$ cat src/rtl/busop_wd_pkg.sv
// Package: shared encodings and widths for the bus operation timeout monitor.
// Assumes: select codes are binary; the tick count is a power of two.
package busop_wd_pkg;

    localparam int PS_W           = 2;
    localparam int TS_W           = 3;
    localparam int TICK_BASE_LOG2 = 2;
    localparam int TICK_CNT_W     = TICK_BASE_LOG2 + (1 << TS_W) - 1;

    typedef enum logic [PS_W-1:0] {
        PS_OFF   = 2'd0,
        PS_DIV_A = 2'd1,
        PS_DIV_B = 2'd2,
        PS_DIV_C = 2'd3
    } ps_code_t;

    // Last tick index of a window: (4 << code) - 1.
    function automatic logic [TICK_CNT_W-1:0] tick_last_idx(input logic [TS_W-1:0] code);
        logic [TICK_CNT_W:0] full;
        full = (TICK_CNT_W+1)'(1) << (TICK_BASE_LOG2 + int'(code));
        return TICK_CNT_W'(full - 1'b1);
    endfunction

endpackage

$ cat src/rtl/busop_prescaler.sv
// Module: coarse prescaler producing one tick every 2^k clocks.
// Assumes: ps_sel is steady while run is high; code PS_OFF holds the count at zero.
module busop_prescaler
    import busop_wd_pkg::*;
#(
    parameter int DIV_A_LOG2 = 8,
    parameter int DIV_B_LOG2 = 16,
    parameter int DIV_C_LOG2 = 24
) (
    input  logic            clk,
    input  logic            rst_n,
    input  logic            run,
    input  logic            restart,
    input  logic [PS_W-1:0] ps_sel,
    output logic            tick,
    output logic            enabled
);

    localparam int MAX_AB = (DIV_A_LOG2 > DIV_B_LOG2) ? DIV_A_LOG2 : DIV_B_LOG2;
    localparam int CNT_W  = (MAX_AB > DIV_C_LOG2) ? MAX_AB : DIV_C_LOG2;

    logic [CNT_W-1:0] cnt_q;
    logic [CNT_W-1:0] wrap_mask;
    ps_code_t         code;

    assign code    = ps_code_t'(ps_sel);
    assign enabled = (code != PS_OFF);

    // Purpose: pick the wrap mask that matches the selected divider.
    always_comb begin
        case (code)
            PS_DIV_A: wrap_mask = {CNT_W{1'b1}} >> (CNT_W - DIV_A_LOG2);
            PS_DIV_B: wrap_mask = {CNT_W{1'b1}} >> (CNT_W - DIV_B_LOG2);
            PS_DIV_C: wrap_mask = {CNT_W{1'b1}} >> (CNT_W - DIV_C_LOG2);
            default:  wrap_mask = '0;
        endcase
    end

    assign tick = run && enabled && !restart && (cnt_q == wrap_mask);

    // Purpose: count clocks within one prescaled period, zero when idle or off.
    always_ff @(posedge clk) begin
        if (!rst_n || restart || !run || !enabled) begin
            cnt_q <= '0;
        end else if (tick) begin
            cnt_q <= '0;
        end else begin
            cnt_q <= cnt_q + 1'b1;
        end
    end

endmodule

$ cat src/rtl/busop_tick_counter.sv
// Module: counts prescaled ticks and flags the final tick of the window.
// Assumes: tick is only high while the window is open and enabled.
module busop_tick_counter
    import busop_wd_pkg::*;
(
    input  logic            clk,
    input  logic            rst_n,
    input  logic            run,
    input  logic            restart,
    input  logic            tick,
    input  logic [TS_W-1:0] ts_sel,
    output logic            last_tick
);

    logic [TICK_CNT_W-1:0] cnt_q;
    logic [TICK_CNT_W-1:0] last_idx;

    assign last_idx  = tick_last_idx(ts_sel);
    assign last_tick = tick && (cnt_q == last_idx);

    // Purpose: advance once per prescaled tick, restart on a new window.
    always_ff @(posedge clk) begin
        if (!rst_n || restart || !run) begin
            cnt_q <= '0;
        end else if (tick) begin
            cnt_q <= cnt_q + 1'b1;
        end
    end

endmodule

$ cat src/rtl/busop_flag.sv
// Module: registered timeout pulse and sticky flag with write-one-to-clear.
// Assumes: expire is a single-cycle qualified request.
module busop_flag (
    input  logic clk,
    input  logic rst_n,
    input  logic expire,
    input  logic clr,
    output logic pulse,
    output logic flag
);

    // Purpose: register the expiry pulse; a set outranks a simultaneous clear.
    always_ff @(posedge clk) begin
        if (!rst_n) begin
            pulse <= 1'b0;
            flag  <= 1'b0;
        end else begin
            pulse <= expire;
            if (expire) begin
                flag <= 1'b1;
            end else if (clr) begin
                flag <= 1'b0;
            end
        end
    end

endmodule

$ cat src/rtl/busop_watchdog.sv
// Module: top of the bus operation timeout monitor for one channel.
// Assumes: op_start/op_done are single-cycle pulses; selects are steady during a window.
// A start outranks a done on the same edge; a done outranks an expiry.
module busop_watchdog
    import busop_wd_pkg::*;
#(
    parameter int DIV_A_LOG2 = 8,
    parameter int DIV_B_LOG2 = 16,
    parameter int DIV_C_LOG2 = 24
) (
    input  logic       clk,
    input  logic       rst_n,
    input  logic [1:0] prescale_sel,
    input  logic [2:0] tick_sel,
    input  logic       op_start,
    input  logic       op_done,
    input  logic       flag_clr,
    output logic       timeout_pulse,
    output logic       timeout_flag
);

    logic active_q;
    logic pre_tick;
    logic pre_en;
    logic last_tick;
    logic expire;

    assign expire = last_tick && !op_done && !op_start;

    // Purpose: track whether an operation window is open.
    always_ff @(posedge clk) begin
        if (!rst_n) begin
            active_q <= 1'b0;
        end else if (op_start) begin
            active_q <= 1'b1;
        end else if (op_done || expire) begin
            active_q <= 1'b0;
        end
    end

    busop_prescaler #(
        .DIV_A_LOG2 (DIV_A_LOG2),
        .DIV_B_LOG2 (DIV_B_LOG2),
        .DIV_C_LOG2 (DIV_C_LOG2)
    ) u_pre (
        .clk     (clk),
        .rst_n   (rst_n),
        .run     (active_q),
        .restart (op_start),
        .ps_sel  (prescale_sel),
        .tick    (pre_tick),
        .enabled (pre_en)
    );

    busop_tick_counter u_ticks (
        .clk       (clk),
        .rst_n     (rst_n),
        .run       (active_q && pre_en),
        .restart   (op_start),
        .tick      (pre_tick),
        .ts_sel    (tick_sel),
        .last_tick (last_tick)
    );

    busop_flag u_flag (
        .clk    (clk),
        .rst_n  (rst_n),
        .expire (expire),
        .clr    (flag_clr),
        .pulse  (timeout_pulse),
        .flag   (timeout_flag)
    );

endmodule

$ cat config.mk
export PLATFORM = sky130hd
export DESIGN_NAME = busop_watchdog
export DESIGN_NICKNAME = d
export VERILOG_FILES = /design/src/rtl/busop_wd_pkg.sv /design/src/rtl/busop_prescaler.sv /design/src/rtl/busop_tick_counter.sv /design/src/rtl/busop_flag.sv /design/src/rtl/busop_watchdog.sv
export SDC_FILE = /design/constraint.sdc
export NUM_CORES = 1
export LEC_CHECK = 0
export ABC_CLOCK_PERIOD_IN_PS = 5150
export BUFFER_PORTS_ARGS = -buffer_cell sky130_fd_sc_hd__buf_2
export CAP_MARGIN = 20
export CELL_PAD_IN_SITES_DETAIL_PLACEMENT = 1
export CELL_PAD_IN_SITES_GLOBAL_PLACEMENT = 1
export CORE_ASPECT_RATIO = 0.7
export CORE_MARGIN = 2
export CORE_UTILIZATION = 30
export DETAILED_ROUTE_END_ITERATION = 7
export GPL_TIMING_DRIVEN = 0
export PLACE_DENSITY_LB_ADDON = 0.2
export SYNTH_ARGS = -nofsm -noshare
export SYNTH_HDL_FRONTEND = slang
export SYNTH_SLANG_ARGS = --single-unit
$ cat constraint.sdc
create_clock -name clk -period 5.15 [get_ports clk]
set_clock_uncertainty 0.2 [all_clocks]
set_input_delay 0.515 -clock clk [delete_from_list [all_inputs] [get_ports clk]]
set_output_delay 0.515 -clock clk [all_outputs]
set_load 0.02 [all_outputs]
==> metrics.csv, run 1 <==
metric,value,unit
run_status,"finished, final reports clean",
via_per_inst,4.85,
power_density,244,nW/um2
tightest_slew,0.513,ns
syn-cell-area,2070,um2
p_clk_share,44.6,%
ctsLongestPathBuffers,2,
avgSynthCellArea,8.47,um2
drt_iter0_drc,54,
clkSlewWorstSetupHoldPaths,0.09,ns
area_delta_synth_final,13.7,%
grt_pass1_vias,1719,
cp_slowest_cell,or4_1,
finalCritPeriodShare,47.6,%
routed_wirelength,4810,um
path_buf_inv,2,
antenna_found_initial,0,
maxCapViolCount,0,
fmax,408,MHz
ys_top_cells_by_area,"dfxtp_1 (35%), xnor2_1 (10%), nor2_1 (6.0%)",
final.setup.tns,0,ns
period_needed,2.45,ns
cts_tree,built,
post-route-drc-count,0,
cp_slowest_stage_delay,0.57,ns
cts.root.buffer_cell,clkbuf_8,
drv_slew,0,
end_kind,flop,
crit_type,reg2reg,
synth.distinct_cells,42,
num_rows,25,
crit_chain,buf_2 -> nand4_2 -> or4_1 -> a22o_1 -> buf_6 -> nor4b_2 -> mux2i_1,
netlist.area_leader.share,34.9,%
layout_setup_ws,2.70,ns
switchingPower,0.000134,W
seqPwrFrac,48.9,%
p_int,0.000438,W
ys_ff_latch,36,
post_cts_buffers,0,
ir_drop,0.000142,V
drive_gt1_share,11.8,%
final_antenna_net_count,0,
slew_headroom,65.8,%
p_leak,0.766,nW
cp.arrival,2.47,ns
synth_flop_cell,dfxtp_1,
ctsResizeCount,0,
power_frac_comb,6.6,%
nets,281,
crit_path_max_fanout,10,
power,0.000572,W
synth_enable_flop_cells,0,
num_antenna_cells,0,
finalSetupViolCount,0,
synthCells,244,
dieArea,7580,um2
hold_path.class,in2reg,
yosys_warnings,0,
synth_common_cells,"dfxtp_1 (36), nor2_1 (33), xnor2_1 (24), nand2_1 (23), nand3_1 (15)",
grt_max_degree,13,
syn_nets,263,
die_y,73.4,um
firstDrtPassIters,4,
detailed_place_hpwl,3600,um
htreeDepth,2,
required,5.17,ns
hold_viol_final,0,
path_delay_family,simple AND/OR/NAND/NOR gates,
dp_slack,2.52,ns
async_reset_ff_share,0,%
initial_utilization,30.7,%
clk_latency,0.30,ns
cts_buffers,5,
clock-sinks,36,
yosysMostFrequentCell,dfxtp_1,
grt_use_total,14.1,%
grt_pass1_wl,8290,um
seq_area_frac_synth,34.9,%
hold_buffers,0,
place_congestion,0.703,
p_sw_share,23.5,%
dieWidth,103,um
vias,1731,
holdWs,0.266,ns
synth_area_leader_cell,dfxtp_1,
fill_cells,820,
grt.overflow.total,0,
core_area,6730,um2
crit_path_start_kind,flop,
rsz0062_at_grt,false,
io_pins,12,
wl_per_cell,13.5,um
port_buffers,11,
-- cell families after synthesis --
logic type               count (synthesis)  share of synthesized area, %
AND/OR/NAND/NOR                        135                          35.9
flip-flops                              36                          34.9
XOR/XNOR                                31                          13.1
buffers and inverters                   14                          3.09
AO/OA/AOI/OAI                           11                          3.63
adder cells (fa/ha/maj)                  9                          5.45
multiplexers                             8                          3.93
-- area by class of cell --
type,count,area (um2),share of cell area [%]
sequential,36,721,30.7
buffer,8,41.3,1.76
clock buffer,5,68.8,2.93
inverter,6,22.5,0.958
timing repair buffer,11,55.1,2.34
multi-input combinational,194,1280,54.6
clock inverter,3,42.5,1.81
tap,94,118,5.00
-- flip-flops by register name, summed over array words and instances, names as in the netlist --
signal and cells:
u_pre.cnt_q 24, u_ticks.cnt_q 9, active_q 1, u_flag.flag 1
u_flag.pulse 1
-- tightest hold or removal path, delay by kind of cell --
family                 cells  cell delay, ns
and+or+nand+nor            1            0.09
buffers and inverters      1            0.07
AOI/OAI and AO/OA          1            0.05
-- stage by stage --
step	area (um2)	util [%]	instances
floorplan	2070	-	244
global placement	2240	33.3	349
detailed placement	2240	33.3	349
CTS	2350	35.0	357
global route	2350	35.0	357
finish	2350	35.0	357
-- final timing paths --
check,to,from,depth (start not counted),slack [ns]
max,u_ticks.cnt_q[5]$_SDFFE_PP0P_,u_pre.cnt_q[17]$_SDFF_PP0_,7,2.70
min,u_flag.flag$_SDFFE_PN0P_,flag_clr,3,0.27
max reg2reg,u_ticks.cnt_q[5]$_SDFFE_PP0P_,u_pre.cnt_q[17]$_SDFF_PP0_,7,2.70
min reg2reg,u_flag.flag$_SDFFE_PN0P_,u_flag.flag$_SDFFE_PN0P_,2,0.27
-- power by group through the flow --
stage / clock network [W] / logic, W / registers, W
4_1_cts: 0.000264 / 0.0000382 / 0.000280
6_report: 0.000255 / 0.0000377 / 0.000280
3_5_place_dp: 0 / 0.0000380 / 0.000286
3_3_place_gp: 0 / 0.0000373 / 0.000286
5_1_grt: 0.000276 / 0.0000424 / 0.000280
2_1_floorplan: 0 / 0.0000248 / 0.000286
-- placed cells by master (no fill, tap or decap), types with 2 or more instances in the layout --
cell,Yosys,layout
a21oi_1,2,2
a22o_1,2,2
and2_1,2,2
and3_1,5,5
and4_1,5,5
buf_2,3,14
clkbuf_1,4,4
clkbuf_8,0,5
dfxtp_1,36,36
ha_1,9,9
inv_1,6,6
mux2i_1,7,7
nand2_1,23,23
nand2b_1,7,7
nand3_1,15,15
nand3b_1,2,2
nand4_1,8,8
nor2_1,33,33
nor2b_1,2,2
nor3_1,11,11
nor4_1,7,7
nor4_2,2,2
nor4bb_1,2,2
o21ai_0,2,2
or3_1,2,2
xnor2_1,24,24
xor2_1,7,7
-- per-layer routing --
metal	track usage [%]	part of all wire, %	vias up
li1	-	-	884
met3	3.43	2.0	5
met1	20.8	56	828
met2	20.1	41	14
met5	0	0	-
met4	4.82	0.96	0
Note: power is estimated with default switching activity, not from simulation.
==> run 2: changes to the inputs <==
--- a/config.mk
+++ b/config.mk
@@ -5,7 +5,7 @@
 export SDC_FILE = /design/constraint.sdc
 export NUM_CORES = 1
 export LEC_CHECK = 0
-export ABC_CLOCK_PERIOD_IN_PS = 5150
+export ABC_CLOCK_PERIOD_IN_PS = 2500
 export BUFFER_PORTS_ARGS = -buffer_cell sky130_fd_sc_hd__buf_2
 export CAP_MARGIN = 20
 export CELL_PAD_IN_SITES_DETAIL_PLACEMENT = 1
==> constraint.sdc (replaced) <==
create_clock -name clk -period 2.5 [get_ports clk]
set_clock_uncertainty 0.2 [all_clocks]
set_input_delay 0.25 -clock clk [delete_from_list [all_inputs] [get_ports clk]]
set_output_delay 0.25 -clock clk [all_outputs]
set_load 0.02 [all_outputs]
==> run 2 against run 1 <==
Effect of this change:
- register-to-register slack worse by 2.6 ns
- maximum frequency is 2.1% higher
- sequential share of layout area is 0.79 points lower
- setup slack worse by 2.6 ns
- design area is 2.8% higher
- utilization is 0.99 points higher
- combinational power is 120% higher
- sequential power is 110% higher
- count of clock-buffer cells in the layout stayed put
- largest power group unchanged
==> metrics.csv, run 2 (synthesized netlist as in run 1, its figures left out) <==
metric,value,unit
run_status,"finished, final reports clean",
cp_slowest_stage_delay,0.57,ns
grt.overflow.total,0,
fmax,417,MHz
clk_latency,0.30,ns
final_antenna_net_count,0,
finalNonFillerCells,359,
crit_type,reg2reg,
end_kind,flop,
drv_slew,0,
slew_headroom,58.4,%
num_rows,25,
fin_util,35.9,%
hold_path.class,in2reg,
cts.root.buffer_cell,clkbuf_8,
grt_pass1_wl,8340,um
htreeDepth,2,
antenna_found_initial,0,
via_per_inst,4.86,
initial_utilization,30.7,%
routed_wirelength,4880,um
clock-sinks,36,
largest_reg_flops,24,
final_common_cell,dfxtp_1,
crit_chain,clkbuf_4 -> nand4_2 -> or4_4 -> a22o_4 -> buf_6 -> nand4b_1 -> a22o_1,
final.setup.tns,0,ns
power_frac_comb,7.1,%
drive_gt1_share,12.8,%
period_needed,2.40,ns
ctsLongestPathBuffers,2,
post-route-drc-count,0,
clkSlewWorstSetupHoldPaths,0.09,ns
tightest_slew,0.625,ns
nets,283,
post_cts_buffers,0,
area_delta_synth_final,16.9,%
seqPwrFrac,48.7,%
maxCapViolCount,0,
dieWidth,103,um
place_congestion,0.703,
firstDrtPassIters,4,
finalSetupViolCount,0,
holdWs,0.0274,ns
dieArea,7580,um2
crit_path_start_kind,flop,
rrSetupSlack,0.10,ns
top_register,u_pre.cnt_q,
hold_viol_final,0,
port_buffers,11,
grt_use_total,14.2,%
rsz0062_at_grt,true,
ir_drop,0.000291,V
cts_buffers,5,
detailed_place_hpwl,3600,um
final_cell_mix,"dfxtp_1 (35), nor2_1 (33), xnor2_1 (24)",
num_antenna_cells,0,
io_pins,12,
power,0.00118,W
required,2.50,ns
p_clk_share,44.2,%
dp_cells,349,
finalCritPeriodShare,96.0,%
cp.arrival,2.40,ns
drt_iter0_drc,49,
cts_tree,built,
vias,1745,
p_int,0.000906,W
reg.largest.list,"u_pre.cnt_q (24), u_ticks.cnt_q (9)",
core_area,6730,um2
power_density,490,nW/um2
crit_path_max_fanout,10,
cp_slowest_cell,or4_4,
grt_max_degree,13,
die_y,73.4,um
grt_pass1_vias,1739,
p_sw_share,23.4,%
switchingPower,0.000277,W
wl_per_cell,13.6,um
p_leak,0.810,nW
==> run 2: cell types whose count changed in the layout (fill, tap and decap cells not counted), sizes merged <==
cell,previous run,this run
clkbuf,9,12
dlygate4sd3,0,2
buf,15,12
==> run 2: power groups by stage <==
stage                     clock network (W)  logic (W)  registers, W
after detailed placement                  0  0.0000783      0.000590
after global routing               0.000568  0.0000937      0.000577
final                              0.000523  0.0000838      0.000576
after global placement                    0  0.0000768      0.000590
after floorplan                           0  0.0000511      0.000589
after CTS                          0.000543  0.0000810      0.000576
==> run 2: metrics by stage <==
step,instance area [um2],setup slack (ns)
after floorplan,2070,0.281
after global placement,2240,0.0785
after detailed placement,2240,0.0456
after CTS,2370,0.0111
after global routing,2420,-0.00966
final,2420,0.101
==> run 2: critical path: cells and delay by family (launching register included) <==
| family | cells | cell delay, ns |
|---|---|---|
| DFF | 1 | 0.32 |
| buffers and inverters | 2 | 0.32 |
| AOI/OAI and AO/OA | 2 | 0.52 |
| and+or+nand+nor | 3 | 0.94 |
==> run 2: path summary, 6_finish.rpt <==
check,to,start,depth (start not counted)
max,active_q$_SDFFE_PN0P_,u_pre.cnt_q[17]$_SDFF_PP0_,7
min,u_flag.flag$_SDFFE_PN0P_,op_done,4
max reg2reg,active_q$_SDFFE_PN0P_,u_pre.cnt_q[17]$_SDFF_PP0_,7
min reg2reg,u_flag.flag$_SDFFE_PN0P_,u_flag.flag$_SDFFE_PN0P_,2
==> run 2: routing by layer <==
metal | track usage (%) | share of wire, %
met1 | 20.7 | 56
met2 | 20.4 | 41
met3 | 3.43 | 2.1
met4 | 4.82 | 0.94
met5 | 0 | 0
==> run 2: final cells by class <==
cell class / instances / area (um2)
Fill cell: 808 / 4310
Tap cell: 94 / 118
Timing Repair Buffer: 13 / 75.1
Clock inverter: 3 / 42.5
Multi-Input combinational cell: 194 / 1320
Buffer: 8 / 48.8
Clock buffer: 5 / 68.8
Inverter: 6 / 22.5
Sequential cell: 36 / 722
==> run 2: what timing repair did <==
action,CTS,global route
hold buffers,2,0
endpoints found under the hold margin,2,0
endpoints found under the setup margin,0,23
resized for setup,0,9
==> run 3: changes to the inputs <==
--- a/config.mk
+++ b/config.mk
@@ -12,7 +12,7 @@
 export CELL_PAD_IN_SITES_GLOBAL_PLACEMENT = 1
 export CORE_ASPECT_RATIO = 0.7
 export CORE_MARGIN = 2
-export CORE_UTILIZATION = 30
+export CORE_UTILIZATION = 40
 export DETAILED_ROUTE_END_ITERATION = 7
 export GPL_TIMING_DRIVEN = 0
 export PLACE_DENSITY_LB_ADDON = 0.2
==> run 3 against run 2 <==
Effect of this change:
- worst hold slack worse by 0.012 ns
- via count fell by 1.1%
- clock power shrank 15%
- die area is 24% lower
- maximum frequency rose by 0.52%
- combinational power is 5.0% lower
- register-to-register slack about the same
- final cell count shrank 7.5%
- utilization grew 12 points
- design area is 2.8% lower
- non-clock buffer count fell by 2
==> metrics.csv, run 3 (synthesized netlist as in run 1, its figures left out) <==
metric,value,unit
run_status,"finished, final reports clean",
power,0.00110,W
crit_path_start_kind,flop,
post_cts_buffers,0,
required,2.53,ns
grt.overflow.total,0,
slew_headroom,58.9,%
cts_buffers,5,
vias,1725,
hold_path.class,in2reg,
detailed_place_hpwl,3550,um
finalCritPeriodShare,95.5,%
drive_gt1_share,12.5,%
layout_setup_ws,0.114,ns
ctsResizeCount,0,
final_common_cell,dfxtp_1,
grt_use_total,17.9,%
end_kind,flop,
p_sw_share,24.3,%
power_frac_comb,7.2,%
reg.largest.list,"u_pre.cnt_q (24), u_ticks.cnt_q (9)",
num_rows,21,
hold_viol_final,0,
dieArea,5770,um2
ir_drop,0.000161,V
dieWidth,89.9,um
post-route-drc-count,0,
hold_buffers,0,
dp_cells,324,
die_y,64.1,um
min_path_cells,3,
area_delta_synth_final,13.7,%
maxCapViolCount,0,
p_int,0.000833,W
worst-r2r-cell-count,7,
cts_tree,built,
p_leak,0.804,nW
dp_slack,0.0742,ns
initial_utilization,42.3,%
switchingPower,0.000268,W
crit_path_max_fanout,10,
cts.root.buffer_cell,clkbuf_8,
top_register,u_pre.cnt_q,
antenna_found_initial,0,
fin_util,48.1,%
final_cell_mix,"dfxtp_1 (35), nor2_1 (33), xnor2_1 (24)",
seqPwrFrac,52.4,%
p_clk_share,40.4,%
routed_wirelength,4700,um
wl_per_cell,14.2,um
htreeDepth,2,
power_density,468,nW/um2
largest_reg_flops,24,
fmax,419,MHz
place_congestion,0.741,
ctsLongestPathBuffers,2,
final.setup.tns,0,ns
final_antenna_net_count,0,
finalSetupViolCount,0,
drv_slew,0,
tightest_slew,0.617,ns
clock-sinks,36,
grt_pass1_vias,1747,
rsz0062_at_grt,true,
grt_max_degree,12,
nets,281,
rrSetupSlack,0.11,ns
crit_type,reg2reg,
core_area,4890,um2
cp.arrival,2.41,ns
firstDrtPassIters,4,
finalNonFillerCells,332,
grt_pass1_wl,8170,um
drt_iter0_drc,49,
clkSlewWorstSetupHoldPaths,0.08,ns
num_antenna_cells,0,
period_needed,2.39,ns
clk_latency,0.30,ns
port_buffers,11,
io_pins,12,
via_per_inst,5.20,
run 3: final timing paths:
| check | endpoint | start |
|---|---|---|
| worst min-delay path | u_flag.flag$_SDFFE_PN0P_ | flag_clr |
| worst min register to register | u_flag.flag$_SDFFE_PN0P_ | u_flag.flag$_SDFFE_PN0P_ |
| worst max-delay path | u_ticks.cnt_q[5]$_SDFFE_PP0P_ | u_pre.cnt_q[17]$_SDFF_PP0_ |
| worst max register to register | u_ticks.cnt_q[5]$_SDFFE_PP0P_ | u_pre.cnt_q[17]$_SDFF_PP0_ |
run 3: power groups by stage:
stage / combinational [W] / clock, W / sequential (W)
floorplan: 0.0000511 / 0 / 0.000589
global placement: 0.0000750 / 0 / 0.000589
detailed placement: 0.0000766 / 0 / 0.000590
CTS: 0.0000771 / 0.000461 / 0.000576
global route: 0.0000905 / 0.000484 / 0.000576
finish: 0.0000796 / 0.000445 / 0.000576
run 3: layer usage:
| metal | track usage [%] | vias up | routed length, um |
|---|---|---|---|
| li1 | - | 884 | - |
| met1 | 24.9 | 811 | 2530 |
| met2 | 26.0 | 24 | 1900 |
| met3 | 5.78 | 6 | 210 |
| met4 | 6.35 | 0 | 65 |
| met5 | 0 | - | 0 |
run 3: layout make-up:
cell class / count / area (um2)
plain buffers: 8 / 48.8
clock buffers: 7 / 86.3
clock inverters: 1 / 7.51
fillers: 609 / 2540
inverters: 6 / 22.5
multi-input cells: 194 / 1320
flip-flops and latches: 36 / 722
well taps: 69 / 86.3
repair buffers: 11 / 55.1
run 3: per-stage QoR:
step	hold WS [ns]	instance area, um2
after floorplan	0.183	2070
after global placement	0.267	2210
after detailed placement	0.273	2210
after CTS	0.00113	2300
after global routing	0.0214	2350
final	0.0152	2350
run 3: critical path, cell delays in order (launching register included):
cell and delay [ns]:
dfxtp_1 0.32, clkbuf_4 0.17, nand4_2 0.14, or4_4 0.57, a22o_4 0.27, buf_6 0.15, nor4b_4 0.28, mux2i_1 0.21
